==> config.mk <==
export PLATFORM = sky130hd
export DESIGN_NAME = tu_stuff_packer
export DESIGN_NICKNAME = d
export VERILOG_FILES = /design/src/rtl/tu_pkg.sv /design/src/rtl/tu_fill_pacer.sv /design/src/rtl/tu_framer.sv /design/src/rtl/tu_sym_encode.sv /design/src/rtl/tu_stuff_packer.sv
export SDC_FILE = /design/constraint.sdc
export NUM_CORES = 1
export LEC_CHECK = 0
export ABC_AREA = 1
export BUFFER_PORTS_ARGS = -buffer_cell sky130_fd_sc_hd__buf_4
export CAP_MARGIN = 15
export CORE_UTILIZATION = 55
export DETAILED_ROUTE_END_ITERATION = 6
export HOLD_SLACK_MARGIN = 0.1
export PLACE_DENSITY = 0.75
export SYNTH_ARGS = -nofsm -noshare
export SYNTH_HDL_FRONTEND = slang
export SYNTH_SLANG_ARGS = --single-unit
==> constraint.sdc <==
create_clock -name clk -period 11.7 [get_ports clk]
set_clock_uncertainty 0.05 [all_clocks]
set_input_delay 0 -clock clk [delete_from_list [all_inputs] [get_ports clk]]
set_output_delay 0 -clock clk [all_outputs]
set_load 0.02 [all_outputs]
==> src/rtl/tu_pkg.sv <==
package tu_pkg;

    localparam logic [7:0] CODE_BE = 8'hFB;
    localparam logic [7:0] CODE_BS = 8'hBC;
    localparam logic [7:0] CODE_FS = 8'hFE;
    localparam logic [7:0] CODE_FE = 8'hF7;

    typedef enum logic [1:0] {
        MODE_IDLE,
        MODE_DATA,
        MODE_STUFF,
        MODE_CLOSE
    } mode_e;

    typedef enum logic [2:0] {
        SYM_IDLE,
        SYM_DATA,
        SYM_BE,
        SYM_BS,
        SYM_FS,
        SYM_FE,
        SYM_PAD
    } sym_e;

endpackage

==> src/rtl/tu_fill_pacer.sv <==
module tu_fill_pacer #(
    parameter int LEN_W   = 7,
    parameter int FRAC_W  = 16,
    parameter int DEF_CAP = 64
) (
    input  logic              clk,
    input  logic              rst_n,
    input  logic              line_open,
    input  logic              unit_open,
    input  logic [LEN_W-1:0]  unit_sent,
    input  logic [LEN_W-1:0]  cfg_len,
    input  logic [LEN_W-1:0]  cfg_int,
    input  logic [FRAC_W-1:0] cfg_frac,
    output logic [LEN_W-1:0]  quota
);

    localparam int TOT_W = LEN_W + 2;

    typedef struct packed {
        logic [FRAC_W-1:0] phase;
        logic [TOT_W-1:0]  tot;
        logic [LEN_W-1:0]  quota;
    } pacer_t;

    pacer_t st_d, st_q;

    logic [FRAC_W-1:0] base_phase;
    logic [TOT_W-1:0]  left_d;
    logic [TOT_W-1:0]  base_def;
    logic [FRAC_W:0]   acc_d;
    logic [TOT_W-1:0]  tot_new;
    logic [TOT_W-1:0]  cap_d;

    always_comb begin
        st_d       = st_q;
        base_phase = line_open ? '0 : st_q.phase;
        left_d     = st_q.tot - TOT_W'(unit_sent);
        if (line_open) begin
            base_def = '0;
        end else if (left_d > TOT_W'(DEF_CAP)) begin
            base_def = TOT_W'(DEF_CAP);
        end else begin
            base_def = left_d;
        end
        acc_d   = {1'b0, base_phase} + {1'b0, cfg_frac};
        tot_new = TOT_W'(cfg_int) + TOT_W'(acc_d[FRAC_W]) + base_def;
        cap_d   = TOT_W'(cfg_len) - TOT_W'(2);
        if (line_open || unit_open) begin
            st_d.phase = acc_d[FRAC_W-1:0];
            st_d.tot   = tot_new;
            st_d.quota = (tot_new > cap_d) ? LEN_W'(cap_d) : LEN_W'(tot_new);
        end
    end

    always_ff @(posedge clk) begin
        if (!rst_n) begin
            st_q <= '0;
        end else begin
            st_q <= st_d;
        end
    end

    assign quota = st_q.quota;

endmodule

==> src/rtl/tu_framer.sv <==
module tu_framer
    import tu_pkg::*;
#(
    parameter int LEN_W = 7
) (
    input  logic             clk,
    input  logic             rst_n,
    input  logic [7:0]       in_data,
    input  logic             in_valid,
    input  logic             in_sol,
    input  logic             in_eol,
    input  logic [LEN_W-1:0] cfg_len,
    input  logic [LEN_W-1:0] quota,
    output logic             in_ready,
    output logic             line_open,
    output logic             unit_open,
    output logic [LEN_W-1:0] unit_sent,
    output sym_e             sym_kind,
    output logic [7:0]       sym_byte,
    output mode_e            mode,
    output logic [LEN_W-1:0] slot
);

    typedef struct packed {
        mode_e            mode;
        logic [LEN_W-1:0] slot;
        logic [LEN_W-1:0] sent;
        sym_e             kind;
        logic [7:0]       data;
    } frame_t;

    frame_t st_d, st_q;

    always_comb begin
        st_d      = st_q;
        st_d.kind = SYM_IDLE;
        st_d.data = '0;
        in_ready  = 1'b0;
        line_open = 1'b0;
        unit_open = 1'b0;
        unique case (st_q.mode)
            MODE_IDLE: begin
                in_ready = !in_sol;
                if (in_valid && in_sol) begin
                    st_d.kind = SYM_BE;
                    st_d.mode = MODE_DATA;
                    st_d.slot = '0;
                    st_d.sent = '0;
                    line_open = 1'b1;
                end
            end
            MODE_DATA: begin
                in_ready = (st_q.sent < quota);
                if (in_ready && in_valid) begin
                    st_d.kind = SYM_DATA;
                    st_d.data = in_data;
                    st_d.sent = st_q.sent + LEN_W'(1);
                    st_d.slot = st_q.slot + LEN_W'(1);
                    if (in_eol) begin
                        st_d.mode = MODE_CLOSE;
                    end
                end else begin
                    st_d.kind = SYM_FS;
                    st_d.slot = st_q.slot + LEN_W'(1);
                    st_d.mode = MODE_STUFF;
                end
            end
            MODE_STUFF: begin
                if (st_q.slot == cfg_len - LEN_W'(1)) begin
                    st_d.kind = SYM_FE;
                    st_d.mode = MODE_DATA;
                    st_d.slot = '0;
                    st_d.sent = '0;
                    unit_open = 1'b1;
                end else begin
                    st_d.kind = SYM_PAD;
                    st_d.slot = st_q.slot + LEN_W'(1);
                end
            end
            MODE_CLOSE: begin
                st_d.kind = SYM_BS;
                st_d.mode = MODE_IDLE;
                st_d.slot = '0;
                st_d.sent = '0;
            end
            default: begin
                st_d.mode = MODE_IDLE;
            end
        endcase
    end

    always_ff @(posedge clk) begin
        if (!rst_n) begin
            st_q <= '{mode: MODE_IDLE, slot: '0, sent: '0, kind: SYM_IDLE, data: '0};
        end else begin
            st_q <= st_d;
        end
    end

    assign unit_sent = st_q.sent;
    assign sym_kind  = st_q.kind;
    assign sym_byte  = st_q.data;
    assign mode      = st_q.mode;
    assign slot      = st_q.slot;

endmodule

==> src/rtl/tu_sym_encode.sv <==
module tu_sym_encode
    import tu_pkg::*;
(
    input  sym_e       sym_kind,
    input  logic [7:0] sym_byte,
    output logic [7:0] out_sym,
    output logic       out_is_k
);

    always_comb begin
        out_sym  = 8'h00;
        out_is_k = 1'b1;
        unique case (sym_kind)
            SYM_DATA: begin out_sym = sym_byte; out_is_k = 1'b0; end
            SYM_BE:   out_sym = CODE_BE;
            SYM_BS:   out_sym = CODE_BS;
            SYM_FS:   out_sym = CODE_FS;
            SYM_FE:   out_sym = CODE_FE;
            default:  out_is_k = 1'b0;
        endcase
    end

endmodule

==> src/rtl/tu_stuff_packer.sv <==
module tu_stuff_packer
    import tu_pkg::*;
#(
    parameter int LEN_W   = 7,
    parameter int FRAC_W  = 16,
    parameter int DEF_CAP = 64
) (
    input  logic              clk,
    input  logic              rst_n,
    input  logic [7:0]        in_data,
    input  logic              in_valid,
    output logic              in_ready,
    input  logic              in_sol,
    input  logic              in_eol,
    input  logic [LEN_W-1:0]  cfg_tu_len,
    input  logic [LEN_W-1:0]  cfg_fill_int,
    input  logic [FRAC_W-1:0] cfg_fill_frac,
    output logic [7:0]        out_sym,
    output logic              out_is_k
);

    logic             fr_line_open;
    logic             fr_unit_open;
    logic [LEN_W-1:0] fr_sent;
    logic [LEN_W-1:0] fr_slot;
    logic [LEN_W-1:0] pc_quota;
    mode_e            fr_mode;
    sym_e             fr_kind;
    logic [7:0]       fr_byte;

    tu_fill_pacer #(
        .LEN_W  (LEN_W),
        .FRAC_W (FRAC_W),
        .DEF_CAP(DEF_CAP)
    ) u_pacer (
        .clk      (clk),
        .rst_n    (rst_n),
        .line_open(fr_line_open),
        .unit_open(fr_unit_open),
        .unit_sent(fr_sent),
        .cfg_len  (cfg_tu_len),
        .cfg_int  (cfg_fill_int),
        .cfg_frac (cfg_fill_frac),
        .quota    (pc_quota)
    );

    tu_framer #(
        .LEN_W(LEN_W)
    ) u_framer (
        .clk      (clk),
        .rst_n    (rst_n),
        .in_data  (in_data),
        .in_valid (in_valid),
        .in_sol   (in_sol),
        .in_eol   (in_eol),
        .cfg_len  (cfg_tu_len),
        .quota    (pc_quota),
        .in_ready (in_ready),
        .line_open(fr_line_open),
        .unit_open(fr_unit_open),
        .unit_sent(fr_sent),
        .sym_kind (fr_kind),
        .sym_byte (fr_byte),
        .mode     (fr_mode),
        .slot     (fr_slot)
    );

    tu_sym_encode u_encode (
        .sym_kind(fr_kind),
        .sym_byte(fr_byte),
        .out_sym (out_sym),
        .out_is_k(out_is_k)
    );

endmodule

==> results_dict.tcl <==
set metrics [dict create \
    layout_common_cells "nand2_1 (179), inv_1 (110), nor2_1 (101)" \
    peakVddDrop_mv 0.0588 \
    tns_ns 0 \
    start_kind "flip-flop" \
    cts_max_level 3 \
    cp.arrival_ns 6.75 \
    p_leak_uw 0.00299 \
    rr_worst_depth 38 \
    clock_latency_ns 0.34 \
    dieHeight_um 98.1 \
    outcome "finished, violations left" \
    vias 5131 \
    antenna_found_initial 0 \
    dp_hpwl_um 9820 \
    wirelength_um 12700 \
    setup_viol 0 \
    nNetsFinal 944 \
    crit_path_frequent_cell "nand2_1" \
    grt_overflow_total 0 \
    crit_fanout 15 \
    grt_pass1_vias 4996 \
    p_sw_share_pct 40.0 \
    dr.pass1.iters 7 \
    cts_made_buffers 9 \
    area_growth_syn_to_layout_pct 15.2 \
    avgViaCountPerCell 5.36 \
    yosysWarnings 0 \
    multi_input_area_um2 3350 \
    syn-num-nets 878 \
    required_ns 11.87 \
    fmax_ghz 0.152 \
    avgSynthCellArea_um2 6.52 \
    internal_power_uw 404 \
    p_switching_uw 270 \
    cap_violations 0 \
    r2r_end "u_pacer.quota[1]" \
    worstMarginPinSlew_ns 0.970 \
    crit_path_max_incr_delay_ns 0.56 \
    cp_slowest_cell "dlygate4sd3_1" \
    period_share_pct 56.3 \
    violations "design-rule violations" \
    power_uw 674 \
    ys_ff_latch 59 \
    period_minus_slack_ns 6.59 \
    grt_pass1_wl_um 21900 \
    seq_area_frac_synth_pct 23.3 \
    drcViolationCount 4 \
    routedWlPerCell_um 13.3 \
    hold_class "in2reg" \
    p_comb_share_pct 43.3 \
    die_w_um 98.1 \
    root_buffer "clkbuf_8" \
    r2r_setup_slack_ns 5.11 \
    drtIter0Drc 228 \
    syn_area_um2 5080 \
    cts.path.max_buffers 2 \
    ant_nets 0 \
    cts_sinks 59 \
    place_congestion 0.921 \
    fillers 821 \
    synth_cells 779 \
    register_area_um2 1180 \
    insertedDiodeCount 0 \
    rows 34 \
    finalHoldViolations 0 \
    grt_max_degree 34 \
    timing.rr.start "u_framer.mode[0]" \
    cp-end-kind "flip-flop" \
    clk_pin_slew_ns 0.07 \
    fp.coreArea_um2 8850 \
    holdWs_ns 0.117 \
    maxSlewHeadroom_pct 35.3 \
    num_io_pins 53 \
    p_clk_share_pct 24.0 \
    crit_type "reg2reg" \
    rsz0062_at_grt "false" \
    synth_cell_types 40 \
    layout_commonest_cell "nand2_1" \
    io_buffers 52 \
    startpoint "u_framer.mode[0]" \
    die-area_um2 9620 \
    start_util_pct 57.4 \
    sequentialPowerShare_pct 32.7 \
    track_usage_pct 28.1 \
    finalMaxSlewViolations 0 \
    power_density_nw_per_um2 115 \
    crit_end "u_pacer.quota[1]" \
    cts_tree "done" \
    drive_gt1_share_pct 11.4 \
]
==> per-stage QoR <==
step	instances	area, µm²	util [%]	worst slack [ns]
floorplan	779	5080	-	6.21
global placement	923	5490	62.0	5.57
detailed placement	923	5490	62.0	5.17
CTS	956	5840	66.0	4.62
global route	957	5850	66.1	4.49
finish	957	5850	66.1	5.11
==> timing repair <==
item                      CTS  global route
hold endpoints to repair   38             0
gates resized for setup     0             0
buffers inserted            0             0
hold buffers               18             0
==> kinds of logic after synthesis <==
family	after synthesis	synth area share (%)
AND/OR/NAND/NOR	378	32.4
buffers and inverters	131	10.7
AO/OA/AOI/OAI	116	12.7
flip-flops	59	23.3
adder cells (fa/ha/maj)	56	14.2
XOR/XNOR	38	6.56
other	1	0.0739
==> critical path: cells and delay by family, from the launching register on <==
family / cells / cell delay (ns)
buffers and inverters: 6 / 1.12
DFF: 1 / 0.34
xor gates and xnor gates: 2 / 0.43
and+or+nand+nor: 19 / 2.14
AOI/OAI and AO/OA: 5 / 0.71
adders and majority gates: 6 / 1.69
==> flip-flops by register name, summed over array words and instances, names as in the netlist <==
register	cells
u_framer.sym_kind	3
u_pacer.quota	7
u_framer.mode	2
u_framer.slot	7
u_framer.unit_sent	7
u_framer.sym_byte	8
u_pacer.st_q	25
==> power groups by stage <==
stage | combinational [µW] | sequential, µW | clock (µW)
4_1_cts | 290 | 220 | 164
3_3_place_gp | 275 | 224 | 0
3_5_place_dp | 281 | 225 | 0
2_1_floorplan | 216 | 223 | 0
5_1_grt | 332 | 222 | 175
6_report | 292 | 220 | 162
==> cell type report <==
type | count | area share (%)
repair buffers | 71 | 9.89
inverters | 115 | 7.38
flip-flops and latches | 59 | 20.2
clock inverters | 5 | 0.514
well taps | 108 | 2.31
multi-input cells | 589 | 57.3
clock buffers | 10 | 2.35
==> routing by layer <==
layer	part of all wire [%]	up-vias	wire length (µm)	GRT usage, %
li1	-	2642	-	-
met1	45	2346	5720	32.9
met2	49	124	6220	52.2
met3	4.3	19	552	4.87
met4	1.7	0	220	7.69
met5	0	-	0	0
==> cell usage after synthesis, drive strengths merged <==
library cell	n	area share [%]
nand2	181	14
inv	115	8.5
nor2	106	8.3
a21oi	64	6.9
dfxtp	59	23
nand3	55	6.0
ha	53	13
o21ai	37	3.6
xor2	31	5.3
nand4	21	2.6
buf	8	1.6
clkbuf	8	0.62
xnor2	7	1.2
or2	5	0.62
nand3b	4	0.59
fa	3	1.2
o211ai	3	0.44
o21a	3	0.44
o21bai	3	0.44
a31oi	2	0.25
nor3	2	0.20
nor3b	2	0.30
o31ai	2	0.30
a21o	1	0.15
and3b	1	0.17
conb	1	0.074
nand2b	1	0.12
o31a	1	0.17
==> worst min-delay path by stage <==
stage,from,endpoint,cells after the start
6_report,cfg_tu_len[5],u_pacer.quota[5],5
5_1_grt,cfg_fill_frac[9],u_pacer.st_q[25],5
4_1_cts,cfg_fill_frac[9],u_pacer.st_q[25],5
3_5_place_dp,in_data[7],u_framer.sym_byte[7],3
3_3_place_gp,in_data[3],u_framer.sym_byte[3],3
2_1_floorplan,in_data[0],u_framer.sym_byte[0],2
Note: power is estimated with default switching activity, not from simulation.
